==> config.mk <==
export PLATFORM = sky130hd
export DESIGN_NAME = tt_tick_pair
export DESIGN_NICKNAME = d
export VERILOG_FILES = /design/src/rtl/tt_pkg.sv /design/src/rtl/tt_prescaler.sv /design/src/rtl/tt_timer.sv /design/src/rtl/tt_decode.sv /design/src/rtl/tt_tick_pair.sv
export SDC_FILE = /design/constraint.sdc
export NUM_CORES = 1
export LEC_CHECK = 0
export BUFFER_PORTS_ARGS = -buffer_cell sky130_fd_sc_hd__buf_2
export CAP_MARGIN = 5
export CORE_ASPECT_RATIO = 0.7
export CORE_UTILIZATION = 30
export CTS_CLUSTER_SIZE = 8
export DETAILED_ROUTE_END_ITERATION = 8
export SYNTH_ARGS = -nofsm -noshare
export SYNTH_HDL_FRONTEND = slang
export SYNTH_SLANG_ARGS = --single-unit
==> constraint.sdc <==
create_clock -name clk -period 6.6 [get_ports clk]
set_clock_uncertainty 0.2 [all_clocks]
set_input_delay 0.33 -clock clk [delete_from_list [all_inputs] [get_ports clk]]
set_output_delay 0.33 -clock clk [all_outputs]
set_load 0.02 [all_outputs]
==> src/rtl/tt_pkg.sv <==
// Package: shared constants for the dual tick timer.
// Assumes a 5-bit byte address space and exactly two timers.
package tt_pkg;

    localparam int NUM_TIMERS = 2;
    localparam int ADDR_W     = 5;
    localparam int DATA_W     = 32;
    localparam int PRESC_W    = 8;
    localparam int TALLY_W    = 4;
    localparam int CTRL_W     = TALLY_W + 4;

    // Long-word map: timer i compare at i*LONG_STRIDE, counter 4 bytes above
    localparam int LONG_STRIDE = 8;
    localparam int CNT_OFFSET  = 4;

    // Byte map
    localparam logic [ADDR_W-1:0] A_PRESC     = 5'h10;
    localparam logic [ADDR_W-1:0] A_ADJ       = 5'h11;
    localparam logic [ADDR_W-1:0] A_CTRL_BASE = 5'h12;

    // Control byte bit positions
    localparam int BIT_EN  = 0;
    localparam int BIT_RST = 1;
    localparam int BIT_CLR = 2;

    typedef enum logic [2:0] {
        RD_NONE,
        RD_CMP,
        RD_CNT,
        RD_PRESC,
        RD_ADJ,
        RD_CTRL
    } rd_kind_e;

endpackage

==> src/rtl/tt_prescaler.sv <==
// Module: tt_prescaler
// Shared prescaler. It counts up once per clock. In the cycle where it shows
// all ones it raises tick, and at the following edge it reloads from the
// adjust register. Assumes adjust writes arrive as single-cycle strobes.
module tt_prescaler #(
    parameter int                 W       = 8,
    parameter logic [W-1:0]       ADJ_RST = '0
) (
    input  logic         clk,
    input  logic         rst_n,
    input  logic         adj_wr,
    input  logic [W-1:0] adj_wdata,
    output logic [W-1:0] presc_q,
    output logic [W-1:0] adj_q,
    output logic         tick
);

    localparam logic [W-1:0] ALL_ONES = '1;
    localparam logic [W-1:0] ONE      = W'(1);

    // Tick whenever the prescaler sits at its top value
    assign tick = (presc_q == ALL_ONES);

    // Count up, reloading from the adjust byte after the top value
    always_ff @(posedge clk) begin
        if (!rst_n) begin
            presc_q <= ADJ_RST;
        end else if (tick) begin
            presc_q <= adj_q;
        end else begin
            presc_q <= presc_q + ONE;
        end
    end

    // Hold the software-written adjust byte
    always_ff @(posedge clk) begin
        if (!rst_n) begin
            adj_q <= ADJ_RST;
        end else if (adj_wr) begin
            adj_q <= adj_wdata;
        end
    end

endmodule

==> src/rtl/tt_timer.sv <==
// Module: tt_timer
// One compare timer. On a tick with enable set, the count advances. If the
// incremented value equals the compare, a match fires: irq pulses for one
// cycle, the tally increments, and with restart set the count returns to 0.
// A software counter write overrides the tick and suppresses the match.
// A control write with the clear bit set zeroes the tally and overrides a match.
module tt_timer #(
    parameter int CW = 32,
    parameter int OW = 4
) (
    input  logic          clk,
    input  logic          rst_n,
    input  logic          tick,
    input  logic          cmp_wr,
    input  logic          cnt_wr,
    input  logic          ctrl_wr,
    input  logic [CW-1:0] wdata,
    input  logic [2:0]    ctrl_wdata,
    output logic [CW-1:0] cmp_q,
    output logic [CW-1:0] cnt_q,
    output logic [OW+3:0] ctrl_rd,
    output logic [OW-1:0] ovf_q,
    output logic          irq
);

    import tt_pkg::*;

    localparam logic [CW-1:0] CNT_ONE = CW'(1);
    localparam logic [OW-1:0] OVF_ONE = OW'(1);

    logic          en_q;
    logic          rst_on_hit_q;
    logic [CW-1:0] cnt_nxt;
    logic          hit;

    // Incremented count and the match it produces on this tick
    assign cnt_nxt = cnt_q + CNT_ONE;
    assign hit     = tick && en_q && (cnt_nxt == cmp_q) && !cnt_wr;

    // Counter: a software write wins, otherwise advance on enabled ticks
    always_ff @(posedge clk) begin
        if (!rst_n) begin
            cnt_q <= '0;
        end else if (cnt_wr) begin
            cnt_q <= wdata;
        end else if (tick && en_q) begin
            cnt_q <= (hit && rst_on_hit_q) ? '0 : cnt_nxt;
        end
    end

    // Compare register
    always_ff @(posedge clk) begin
        if (!rst_n) begin
            cmp_q <= '0;
        end else if (cmp_wr) begin
            cmp_q <= wdata;
        end
    end

    // Control bits: enable and restart-on-match
    always_ff @(posedge clk) begin
        if (!rst_n) begin
            en_q         <= 1'b0;
            rst_on_hit_q <= 1'b0;
        end else if (ctrl_wr) begin
            en_q         <= ctrl_wdata[BIT_EN];
            rst_on_hit_q <= ctrl_wdata[BIT_RST];
        end
    end

    // Match tally: clear has priority over a same-cycle match
    always_ff @(posedge clk) begin
        if (!rst_n) begin
            ovf_q <= '0;
        end else if (ctrl_wr && ctrl_wdata[BIT_CLR]) begin
            ovf_q <= '0;
        end else if (hit) begin
            ovf_q <= ovf_q + OVF_ONE;
        end
    end

    // One-cycle match request
    always_ff @(posedge clk) begin
        if (!rst_n) begin
            irq <= 1'b0;
        end else begin
            irq <= hit;
        end
    end

    // Control byte as read by software
    assign ctrl_rd = {ovf_q, 2'b00, rst_on_hit_q, en_q};

endmodule

==> src/rtl/tt_decode.sv <==
// Module: tt_decode
// Address decoder. It turns the byte address and write strobe into one write
// strobe per register and a read selector. Assumes the map in tt_pkg.
module tt_decode
    import tt_pkg::*;
(
    input  logic                  wr,
    input  logic [ADDR_W-1:0]     addr,
    output logic [NUM_TIMERS-1:0] cmp_wr,
    output logic [NUM_TIMERS-1:0] cnt_wr,
    output logic [NUM_TIMERS-1:0] ctrl_wr,
    output logic                  adj_wr,
    output rd_kind_e              rd_kind,
    output logic                  rd_idx
);

    // Per-timer write strobes
    for (genvar i = 0; i < NUM_TIMERS; i++) begin : g_wr
        assign cmp_wr[i]  = wr && (addr == ADDR_W'(i * LONG_STRIDE));
        assign cnt_wr[i]  = wr && (addr == ADDR_W'(i * LONG_STRIDE + CNT_OFFSET));
        assign ctrl_wr[i] = wr && (addr == A_CTRL_BASE + ADDR_W'(i));
    end

    assign adj_wr = wr && (addr == A_ADJ);

    // Read selector for the top-level mux
    always_comb begin
        rd_kind = RD_NONE;
        rd_idx  = 1'b0;
        if (addr == A_PRESC) rd_kind = RD_PRESC;
        if (addr == A_ADJ)   rd_kind = RD_ADJ;
        for (int i = 0; i < NUM_TIMERS; i++) begin
            if (addr == ADDR_W'(i * LONG_STRIDE)) begin
                rd_kind = RD_CMP;
                rd_idx  = 1'(i);
            end
            if (addr == ADDR_W'(i * LONG_STRIDE + CNT_OFFSET)) begin
                rd_kind = RD_CNT;
                rd_idx  = 1'(i);
            end
            if (addr == A_CTRL_BASE + ADDR_W'(i)) begin
                rd_kind = RD_CTRL;
                rd_idx  = 1'(i);
            end
        end
    end

endmodule

==> src/rtl/tt_tick_pair.sv <==
// Module: tt_tick_pair (top)
// Two compare timers sharing one prescaler, behind a byte/long register port.
// Assumes CLK_MHZ is between 1 and 255. The adjust byte resets to
// 256 - CLK_MHZ so that the default tick period is one microsecond.
module tt_tick_pair #(
    parameter int CLK_MHZ = 50
) (
    input  logic        clk,
    input  logic        rst_n,
    input  logic        reg_wr,
    input  logic [4:0]  reg_addr,
    input  logic [31:0] reg_wdata,
    output logic [31:0] reg_rdata,
    output logic [1:0]  irq
);

    import tt_pkg::*;

    localparam logic [PRESC_W-1:0] ADJ_RST = PRESC_W'(256 - CLK_MHZ);

    logic                                tick;
    logic [PRESC_W-1:0]                  presc_q;
    logic [PRESC_W-1:0]                  adj_q;
    logic                                adj_wr;
    logic [NUM_TIMERS-1:0]               cmp_wr;
    logic [NUM_TIMERS-1:0]               cnt_wr;
    logic [NUM_TIMERS-1:0]               ctrl_wr;
    logic [NUM_TIMERS-1:0][DATA_W-1:0]   cmp_q;
    logic [NUM_TIMERS-1:0][DATA_W-1:0]   cnt_q;
    logic [NUM_TIMERS-1:0][CTRL_W-1:0]   ctrl_rd;
    logic [NUM_TIMERS-1:0][TALLY_W-1:0]  ovf_q;
    rd_kind_e                            rd_kind;
    logic                                rd_idx;

    tt_decode u_decode (
        .wr      (reg_wr),
        .addr    (reg_addr),
        .cmp_wr  (cmp_wr),
        .cnt_wr  (cnt_wr),
        .ctrl_wr (ctrl_wr),
        .adj_wr  (adj_wr),
        .rd_kind (rd_kind),
        .rd_idx  (rd_idx)
    );

    tt_prescaler #(
        .W       (PRESC_W),
        .ADJ_RST (ADJ_RST)
    ) u_presc (
        .clk       (clk),
        .rst_n     (rst_n),
        .adj_wr    (adj_wr),
        .adj_wdata (reg_wdata[PRESC_W-1:0]),
        .presc_q   (presc_q),
        .adj_q     (adj_q),
        .tick      (tick)
    );

    for (genvar i = 0; i < NUM_TIMERS; i++) begin : g_tmr
        tt_timer #(
            .CW (DATA_W),
            .OW (TALLY_W)
        ) u_tmr (
            .clk        (clk),
            .rst_n      (rst_n),
            .tick       (tick),
            .cmp_wr     (cmp_wr[i]),
            .cnt_wr     (cnt_wr[i]),
            .ctrl_wr    (ctrl_wr[i]),
            .wdata      (reg_wdata),
            .ctrl_wdata (reg_wdata[2:0]),
            .cmp_q      (cmp_q[i]),
            .cnt_q      (cnt_q[i]),
            .ctrl_rd    (ctrl_rd[i]),
            .ovf_q      (ovf_q[i]),
            .irq        (irq[i])
        );
    end

    // Read mux: long registers full width, byte registers zero-extended
    always_comb begin
        unique case (rd_kind)
            RD_CMP:   reg_rdata = cmp_q[rd_idx];
            RD_CNT:   reg_rdata = cnt_q[rd_idx];
            RD_PRESC: reg_rdata = DATA_W'(presc_q);
            RD_ADJ:   reg_rdata = DATA_W'(adj_q);
            RD_CTRL:  reg_rdata = DATA_W'(ctrl_rd[rd_idx]);
            default:  reg_rdata = '0;
        endcase
    end

endmodule

==> impl_results.md, run 1 <==
* DP Area at 11600 µm²
* Layout Cell Area excl Fill at 12400 µm²
* Tmin final at 5.05 ns
* Crit-path max cell delay at 0.99 ns
* Routed wire length at 44800 µm
* Crit start category: flip-flop
* EDFF count, synth at 0
* Total GRT Usage at 23.7%
* Fill cell count at 3760
* Reg2Reg Launch Point: g_tmr[0].u_tmr.cnt_q[4]$_SDFFE_PN0P_
* Post-Syn Area per Cell at 7.91 µm²
* Final setup TNS at 0 ns
* DRT iter0 DRCs at 1662
* DP Worst Slack at 1.67 ns
* Sequential power share at 46.3%
* I/O pins at 74
* Fin crit share at 76.5%
* Post-Syn Nets at 1441
* Multi-input gate area at 7280 µm²
* Detail Route Antenna Nets at 0
* Die Area at 37600 µm²
* Hpwl dp at 33900 µm
* Combinational power share at 7.9%
* RSZ-0062 raised after global routing: false
* CP Max Fanout at 17
* Worst-Skew Late Latency at 0.45 ns
* Final Setup Violations at 0
* DR vias/cell at 5.95
* Data arrival time of the critical path at 5.14 ns
* Post-CTS setup buffer count at 0
* Cells after Synth at 1396
* Routed vias at 11300
* CTS tree: done
* Syn. warnings at 0
* Layout cells sized above 1 at 12.6%
* TritonCTS Buffers at 17
* GRT overflow at 0
* Worst Hold Class: input port to flip-flop
* Hold Path Depth at 3
* Final hold violation count at 0
* Leakage at 0.00434 µW
* Area growth, synth to finish at 12.1%
* Diode count at 0
* 1st-pass router iterations at 7
* NetSw at 576 µW
* Post-route DRC at 0
* FF+latch count, synth at 158
* Initial antenna violation count at 0
* Critical Path Slowest Stage Cell: nor4_1
* Sw Share at 27.2%
* Hold_sp: reg_wdata[28]
* Hold slack at 0.0190 ns
* CTS hold repair buffers at 19
* CP top delay family: simple AND/OR/NAND/NOR gates
* Pin count of the biggest net entering global routing at 52
* Outcome: finished, final reports clean
* Worst VDD drop at 0.000157 V
* Slew headroom at 9.83%
* Clock tree buffer depth at 2
* Hold path endpoint: g_tmr[1].u_tmr.cmp_q[28]$_SDFFE_PN0P_
* Power per cell area at 172 nW/µm²
* Async SR Flop Fraction at 0%
* Worst Tran Pin Value at 1.35 ns
* Seq/Total Area, Yosys at 28.7%
* Clk slew on worst S/H paths at 0.07 ns
* Root buf cell: clkbuf_16
* FF-to-FF End: g_tmr[0].u_tmr.cnt_q[16]$_SDFFE_PN0P_
* Crit-path cells: nand2_1 > nor4_1 > mux2_2 > mux2i_1 > a21oi_1 > nand3_1 > or4_1 > buf_4 > nand2_1 > o311ai_0
* Clock power frac at 45.8%
* Core Region at 36100 µm²
* Mapped Area at 11000 µm²
* Post_cts resized at 0
* Fin nets at 1450
* Die extent in x at 231 µm
* Site Rows at 58
* Final Worst Setup Slack at 1.55 ns
* Pins over their slew limit at 0
* R2R depth at 10
* Vias in the first global route at 10100
* Synth Flop Type: dfxtp_1
* Die H at 162 µm
* Total clock sinks at 158
* F_max at 0.198 GHz
* Synth unique cells at 77
* Layout Utilization at 34.3%
* H-tree depth at 4
* First-pass GRT wire length at 66500 µm
* Worst path bufs/invs at 1
* Most frequent CP cell: nand2_1
* WP data required at 6.69 ns
* Starting Density at 30.6%
* Endpoint class of the critical path: flip-flop
* Kind of critical path: flip-flop to flip-flop
* Wire per inst at 23.6 µm
* R2r setup slk at 1.55 ns
* Gpl congestion at 0.978
* Max-Cap Viols at 0
* Register area at 3160 µm²
* Int Pwr at 1550 µW
* Number of port buffers at 73
==> layer usage <==
layer	GRT usage [%]	part of all wire, %
met3	7.35	11
met1	35.4	46
met5	0	0
met4	5.30	1.8
met2	32.6	40
==> registers in the layout, indices dropped and copies added (netlist names) <==
name and count:
g_tmr.u_tmr.cmp_q 64, g_tmr.u_tmr.cnt_q 64, g_tmr.u_tmr.ovf_q 8, u_presc.adj_q 8, u_presc.presc_q 8, g_tmr.u_tmr.en_q 2, g_tmr.u_tmr.irq 2, g_tmr.u_tmr.rst_on_hit_q 2
==> per-stage QoR <==
| stage | std cells | total power (µW) |
|---|---|---|
| after floorplan | 1396 | 1090 |
| after global placement | 1847 | 1160 |
| after detailed placement | 1847 | 1160 |
| after CTS | 1898 | 2130 |
| after global routing | 1898 | 2190 |
| final | 1898 | 2120 |
==> cells by family (layout without fill, tap and decap cells) <==
kind of cell               after synthesis  after routing  synth area share (%)
xor gates and xnor gates               115            115                  9.96
DFF                                    158            158                  28.7
buffers and inverters                  143            165                  5.65
muxes                                   56             56                  8.72
AOI/OAI and AO/OA                      282            282                  17.4
and+or+nand+nor                        637            637                  29.0
adders and majority gates                5              5                 0.567
==> cells in the mapped netlist, drive strengths merged, types with 9 or more instances <==
master  number  area [µm²]
a31oi       11        68.8
a22oi       31         233
mux2i       23         230
dfxtp      158        3160
xor2        40         350
o21ai       36         180
a222oi      26         260
and2        39         244
and4        12         105
nor4        29         194
xnor2       69         612
o311ai      10        87.6
mux4        32         721
nand3       79         395
nor2        75         282
buf         39         231
inv         25        93.8
nand4       43         305
o211ai       9        67.6
nand2      248         931
or4         11        86.3
clkbuf      79         298
nor3        35         180
a21oi       93         465
and3        23         144
o22ai        9        56.3
==> power by group through the flow <==
stage / Combinational [µW] / Clock, µW / Sequential [µW]
5_1_grt: 179 / 1030 / 983
3_3_place_gp: 156 / 0 / 1000
6_report: 168 / 972 / 982
3_5_place_dp: 156 / 0 / 1000
4_1_cts: 166 / 985 / 981
2_1_floorplan: 93.5 / 0 / 993
==> placed cells by master (no fill, tap or decap), types with 6 or more instances in the layout <==
cell and n:
and4_1 12, or4_1 10, mux4_2 32, nor2_1 72
or3_1 6, and2_1 39, o311ai_0 7, nand2_1 248
inv_1 24, buf_4 16, o211ai_1 9, a31oi_1 11
clkbuf_16 17, and3_1 23, nand4_1 40, a22oi_1 31
o22ai_1 9, nand4b_1 7, a222oi_1 26, buf_2 73
o21ai_0 35, nor4_1 27, dfxtp_1 158, o221ai_1 7
dlygate4sd3_1 19, nor2b_1 6, a21oi_1 93, xor2_1 40
mux2i_1 23, nand3_1 79, xnor2_1 68, nand3b_1 6
a32oi_1 6, nor3_1 32
==> tightest hold or removal path, cell delays in order <==
cell and delay, ns:
buf_2 0.17, nand2_1 0.08, a21oi_1 0.05
==> how the worst max path moves through the flow <==
stage | from | end | slack, ns | cells past startpoint
floorplan | g_tmr[0].u_tmr.cnt_q[0]$_SDFFE_PN0P_ | g_tmr[0].u_tmr.cnt_q[14]$_SDFFE_PN0P_ | 2.65 | 13
global placement | g_tmr[1].u_tmr.cnt_q[4]$_SDFFE_PN0P_ | g_tmr[1].u_tmr.cnt_q[7]$_SDFFE_PN0P_ | 1.73 | 9
detailed placement | g_tmr[1].u_tmr.cnt_q[4]$_SDFFE_PN0P_ | g_tmr[1].u_tmr.cnt_q[7]$_SDFFE_PN0P_ | 1.67 | 9
CTS | g_tmr[1].u_tmr.cnt_q[4]$_SDFFE_PN0P_ | g_tmr[1].u_tmr.cnt_q[7]$_SDFFE_PN0P_ | 1.65 | 9
global route | g_tmr[1].u_tmr.cnt_q[4]$_SDFFE_PN0P_ | g_tmr[1].u_tmr.cnt_q[7]$_SDFFE_PN0P_ | 1.15 | 9
finish | g_tmr[0].u_tmr.cnt_q[4]$_SDFFE_PN0P_ | g_tmr[0].u_tmr.cnt_q[16]$_SDFFE_PN0P_ | 1.55 | 10
==> cell type report <==
class / count / share of cell area, %
clock buffer: 20 / 3.53
clock inverter: 12 / 0.900
inverter: 25 / 0.769
multi-input combinational: 1095 / 58.9
sequential: 158 / 25.6
tap: 480 / 4.86
timing repair buffer: 108 / 5.46
No activity file was read; power rests on OpenSTA's default activity.
==> run 2, diff against run 1 <==
Clock period 6.6 ns to 4.55 ns, I/O delays scaled along.
==> run 2 against run 1 <==
Against the previous run:
- worst hold slack gained 0.076 ns
- critical endpoint unchanged
- clock power up 54%
- non-clock buffer count increased by 59
==> impl_results.md, run 2 (synthesis results as in run 1) <==
* Diode count at 0 (unchanged)
* Pins over their slew limit at 0 (unchanged)
* Worst VDD drop at 0.000268 V (+71%)
* Worst Hold Class: input port to flip-flop
* I/O pins at 74 (unchanged)
* F_max at 0.231 GHz (+16%)
* R2r setup slk at 0.21 ns (-1.34 ns)
* Total GRT Usage at 24.4% (+0.70 points)
* Crit start category: flip-flop
* RSZ-0062 raised after global routing: false
* Max-Cap Viols at 0 (unchanged)
* Reg2Reg Launch Point: g_tmr[0].u_tmr.cnt_q[0]$_SDFFE_PN0P_
* Data arrival time of the critical path at 4.45 ns (-0.69 ns)
* Register area at 3160 µm² (about the same)
* Die H at 162 µm (unchanged)
* First-pass GRT wire length at 68500 µm (+3.0%)
* Hpwl dp at 34700 µm (+2.6%)
* GRT overflow at 0 (unchanged)
* DRT iter0 DRCs at 1653 (-0.54%)
* Power per cell area at 246 nW/µm² (+44%)
* Tmin final at 4.34 ns (-0.709 ns)
* Number of port buffers at 73 (unchanged)
* Top flop regs: g_tmr.u_tmr.cmp_q x64, g_tmr.u_tmr.cnt_q x64
* Die extent in x at 231 µm (unchanged)
* Layout cells sized above 1 at 15.4% (+2.9 points)
* Most frequent cells in the layout: 248 x nand2_1, 157 x dfxtp_1, 93 x a21oi_1, 79 x nand3_1
* Kind of critical path: flip-flop to flip-flop
* Vias in the first global route at 10600 (+5.1%)
* Routed vias at 11600 (+2.6%)
* H-tree depth at 4 (unchanged)
* Wire per inst at 23.5 µm (-0.66%)
* Outcome: finished, final reports clean
* Post-route DRC at 0 (unchanged)
* Post-CTS setup buffer count at 0 (unchanged)
* Worst Setup SP: g_tmr[0].u_tmr.cnt_q[0]$_SDFFE_PN0P_
* TritonCTS Buffers at 17 (unchanged)
* Fin crit share at 95.3% (+19 points)
* Detail Route Antenna Nets at 0 (unchanged)
* Final hold violation count at 0 (unchanged)
* Clk slew on worst S/H paths at 0.07 ns (about the same)
* Die Area at 37600 µm² (unchanged)
* WP data required at 4.66 ns (-2.03 ns)
* Clock tree buffer depth at 2 (unchanged)
* Total clock sinks at 158 (unchanged)
* Core Region at 36100 µm² (unchanged)
* Most common cell after layout, fill and taps aside: nand2_1
* Final setup TNS at 0 ns (unchanged)
* Leakage at 0.00465 µW (+7.1%)
* Pin count of the biggest net entering global routing at 55 (+5.8%)
* Slew headroom at 23.4% (+14 points)
* Root buf cell: clkbuf_16
* Multi-input gate area at 7280 µm² (about the same)
* 1st-pass router iterations at 7 (unchanged)
* Worst-Skew Late Latency at 0.46 ns (about the same)
* CP Max Fanout at 9 (-8)
* Worst Tran Pin Value at 1.14 ns (-0.209 ns)
* Starting Density at 30.6% (unchanged)
* Fill cell count at 3718 (-1.1%)
* Final Setup Violations at 0 (unchanged)
* Initial antenna violation count at 1 (+1)
* Gpl congestion at 0.979 (+0.11%)
* Routed wire length at 45900 µm (+2.4%)
* CTS tree: done
* Area growth, synth to finish at 16.9%
* Endpoint class of the critical path: flip-flop
* Total power at 3180 µW (+50%)
* Site Rows at 58 (unchanged)
* Hold_sp: rst_n
* Fin nets at 1509 (+4.1%)
* DR vias/cell at 5.92 (-0.53%)
[run 2: changes by cell type in the layout (fill, tap and decap cells not counted), moves of 2 or more]
cell and change:
inv_6 -2, clkinvlp_4 +2, clkbuf_1 -3, clkinv_2 -2, dlygate4sd3_1 +13, clkinv_4 +2, buf_4 +45
[run 2: metrics by stage]
stage               util [%]  area (µm²)  instances  hold WS, ns  worst slack [ns]
floorplan                  -       11000       1396        0.143             0.604
global placement        33.2       12000       1893        0.264             0.108
detailed placement      33.2       12000       1893        0.268             0.218
CTS                     35.8       12900       1957       0.0594             0.173
global route            35.8       12900       1957       0.0871           0.00648
finish                  35.8       12900       1957       0.0953             0.213
[run 2: cell type report]
type,count,share of cell area (%)
multi-input combinational,1095,56.4
clock inverter,14,1.22
timing repair buffer,167,9.02
inverter,25,0.737
tap,480,4.65
clock buffer,18,3.40
sequential,158,24.5
[run 2: power breakdown]
part | total, µW | internal [µW] | switching [µW]
Clock | 1500 | 831 | 665
Sequential | 1420 | 1400 | 24.1
Combinational | 260 | 96.9 | 163
[run 2: worst max-delay path: stages, from the launching register on]
cell and delay, ns:
dfxtp_1 0.50, ha_1 0.22, buf_4 0.15, nand3_1 0.32, nor3_1 0.50, mux2i_1 0.39, nand3_1 0.15, or4_1 0.60
or4_1 0.53, buf_4 0.21, nand2_1 0.10, buf_4 0.20, o311ai_0 0.14
[run 2: worst paths after layout]
kind | end | cells past startpoint
max | g_tmr[0].u_tmr.cnt_q[16]$_SDFFE_PN0P_ | 12
min | u_presc.presc_q[6]$_SDFF_PN1_ | 3
max reg2reg | g_tmr[0].u_tmr.cnt_q[16]$_SDFFE_PN0P_ | 12
min reg2reg | u_presc.adj_q[5]$_SDFFE_PN0P_ | 2
[run 2: layer usage]
metal | up-vias | GRT usage, % | part of all wire, %
met3 | 52 | 6.58 | 12
met4 | 0 | 6.71 | 2.0
met5 | - | 0 | 0
li1 | 5279 | - | -
met2 | 665 | 32.9 | 40
met1 | 5591 | 37.1 | 46
[run 2: repair_timing]
item,in CTS,in global routing
resized for setup,0,2
setup endpoints to repair,0,19
endpoints found under the hold margin,124,0
hold buffers,32,0
==> run 3, diff against run 2 <==
Settings changed: SYNTH_HIERARCHICAL set to 1.
==> run 3 against run 2 <==
Against the previous run:
- total power is 4.0% higher
- setup slack lost 0.0072 ns
- worst hold slack worse by 0.084 ns
- highest routed layer unchanged
- largest cell class unchanged
- flip-flop and latch count stayed put
- synthesized area grew 9.7%
- largest power group is now registers
- via count rose by 4.3%
- non-clock buffer count is 17 lower
==> impl_results.md, run 3 <==
* Tmin final at 4.34 ns (+0.00723 ns)
* Endpoint class of the critical path: flip-flop
* Max Used Layer: met4
* CP Max Fanout at 26 (+17)
* Area growth, synth to finish at 14.1%
* RSZ-0062 raised after global routing: false
* Pins over their slew limit at 0 (unchanged)
* Die extent in x at 242 µm (+4.7%)
* Initial antenna violation count at 0 (-1)
* Core Region at 39800 µm² (+10%)
* CP Depth at 9 (-3)
* Worst-Skew Late Latency at 0.45 ns (about the same)
* Routed wire length at 46700 µm (+1.7%)
* TritonCTS Buffers at 17 (unchanged)
* H-tree depth at 4 (unchanged)
* Slew headroom at 38.6% (+15 points)
* Met3 WL at 4240 µm (-22%)
* Most frequent cells in the layout: 158 x dfxtp_1, 151 x mux2i_1, 104 x o21ai_0, 83 x nand2_1, 81 x nor2b_1
* Syn. warnings at 6 (+6)
* Worst Tran Pin Value at 0.919 ns (-0.225 ns)
* Die Area at 41200 µm² (+9.6%)
* Final setup TNS at 0 ns (unchanged)
* Final Setup Violations at 0 (unchanged)
* Final hold violation count at 0 (unchanged)
* Worst Hold Class: input port to flip-flop
* Fin crit share at 95.5% (+0.16 points)
* R2R depth at 9 (-3)
* Top flop regs: g_tmr.u_tmr/cmp_q x64, g_tmr.u_tmr/cnt_q x64
* Max-Cap Viols at 0 (unchanged)
* DRT iter0 DRCs at 1273 (-23%)
* Layout cells sized above 1 at 13.2% (-2.3 points)
* Total GRT Usage at 22.2% (-2.2 points)
* Post-Syn Area per Cell at 8.25 µm² (+4.3%)
* Die H at 170 µm (+4.7%)
* I/O pins at 74 (unchanged)
* Gpl congestion at 0.947 (-3.3%)
* Crit-path cells: ha_1 > nand3_2 > or4_4 > nor3_1 > xnor3_1 > and2_1 > nand3_4 > or4b_2 > a31oi_1
* Site Rows at 61 (+5.2%)
* CTS tree: done
* Hold slack at 0.0112 ns (-0.0841 ns)
* Vias in the first global route at 10900 (+3.4%)
* Power per cell area at 239 nW/µm² (-2.9%)
* Met2 wire len at 19200 µm (+4.9%)
* Outcome: finished, final reports clean
* Post_cts resized at 0 (unchanged)
* Pin count of the biggest net entering global routing at 73 (+33%)
* WP data required at 4.73 ns (+0.07 ns)
* Hold Path Depth at 3 (unchanged)
* Data arrival time of the critical path at 4.52 ns (+0.07 ns)
* GRT overflow at 0 (unchanged)
* Clk slew on worst S/H paths at 0.07 ns (about the same)
* Fin cells at 2061 (+5.3%)
* Post-route DRC at 0 (unchanged)
* DR vias/cell at 5.86 (-0.95%)
* Detail Route Antenna Nets at 0 (unchanged)
* Starting Density at 30.5% (-0.15 points)
* F_max at 0.230 GHz (-0.17%)
* Diode count at 0 (unchanged)
* Cells after Synth at 1468 (+5.2%)
* 1st-pass router iterations at 6 (-1)
* Worst path bufs/invs at 0 (-3)
* Wire per inst at 22.7 µm (-3.4%)
* CP top delay family: simple AND/OR/NAND/NOR gates
* Number of port buffers at 73 (unchanged)
* Mapped Area at 12100 µm² (+9.7%)
* Most common cell after layout, fill and taps aside: dfxtp_1
* Clock tree buffer depth at 2 (unchanged)
* Crit-path max cell delay at 0.72 ns (+0.12 ns)
* Routed vias at 12100 (+4.3%)
* Root buf cell: clkbuf_16
* Total clock sinks at 158 (unchanged)
* Routed length on met1 at 22400 µm (+5.2%)
* Fin nets at 1558 (+3.2%)
* Crit start category: flip-flop
* Leakage at 0.00434 µW (-6.6%)
* Total power at 3310 µW (+4.0%)
* Hpwl dp at 34400 µm (-0.85%)
* Kind of critical path: flip-flop to flip-flop
* Dpl cells at 1999 (+5.6%)
* Worst VDD drop at 0.000263 V (-1.8%)
* Critical Path Slowest Stage Cell: or4_4
* First-pass GRT wire length at 70000 µm (+2.2%)
run 3: final timing paths:
check / start / end / slack, ns
worst max register to register: g_tmr[0].u_tmr/cnt_q[0]$_SDFFE_PN0P_ / g_tmr[0].u_tmr/cnt_q[26]$_SDFFE_PN0P_ / 0.21
worst max-delay path: g_tmr[0].u_tmr/cnt_q[0]$_SDFFE_PN0P_ / g_tmr[0].u_tmr/cnt_q[26]$_SDFFE_PN0P_ / 0.21
worst min-delay path: reg_wdata[23] / g_tmr[0].u_tmr/cmp_q[23]$_SDFFE_PN0P_ / 0.01
worst min register to register: u_presc/adj_q[1]$_SDFFE_PN1P_ / u_presc/presc_q[1]$_SDFF_PN1_ / 0.31
run 3: what timing repair did:
| action | 4_1_cts | 5_1_grt |
|---|---|---|
| hold endpoints to repair | 91 | 0 |
| hold buffers | 30 | 0 |
| setup buffers | 0 | 0 |
run 3: worst reg2reg max path: cells and delay by family (launching register included):
family | cells | cell delay (ns)
xor+xnor | 1 | 0.30
fa+ha+maj | 1 | 0.33
flops | 1 | 0.49
compound gates | 1 | 0.17
simple gates | 6 | 2.80
run 3: cell type report:
type | count | area, µm²
fill | 4096 | 25900
multi-input combinational | 1147 | 8230
sequential | 158 | 3160
timing repair buffer | 150 | 1030
tap | 535 | 669
clock buffer | 22 | 454
inverter | 39 | 146
clock inverter | 10 | 115
run 3: where the power goes:
| group | internal, µW | total (µW) | switching (µW) |
|---|---|---|---|
| Sequential | 1410 | 1470 | 56.3 |
| Clock | 821 | 1450 | 629 |
| Combinational | 160 | 390 | 229 |
run 3: layer usage:
layer	vias to the layer above	global-route usage, %
met1	5909	32.6
li1	5577	-
met3	53	4.46
met2	548	32.4
met5	-	0
met4	0	6.33
run 3: per-stage QoR:
stage / utilization [%] / setup slack (ns) / area [µm²]
finish: 34.7 / 0.206 / 13800
global route: 34.7 / 0.0624 / 13800
CTS: 34.7 / 0.257 / 13800
detailed placement: 32.6 / 0.294 / 12900
global placement: 32.6 / 0.336 / 12900
floorplan: - / 0.862 / 12100
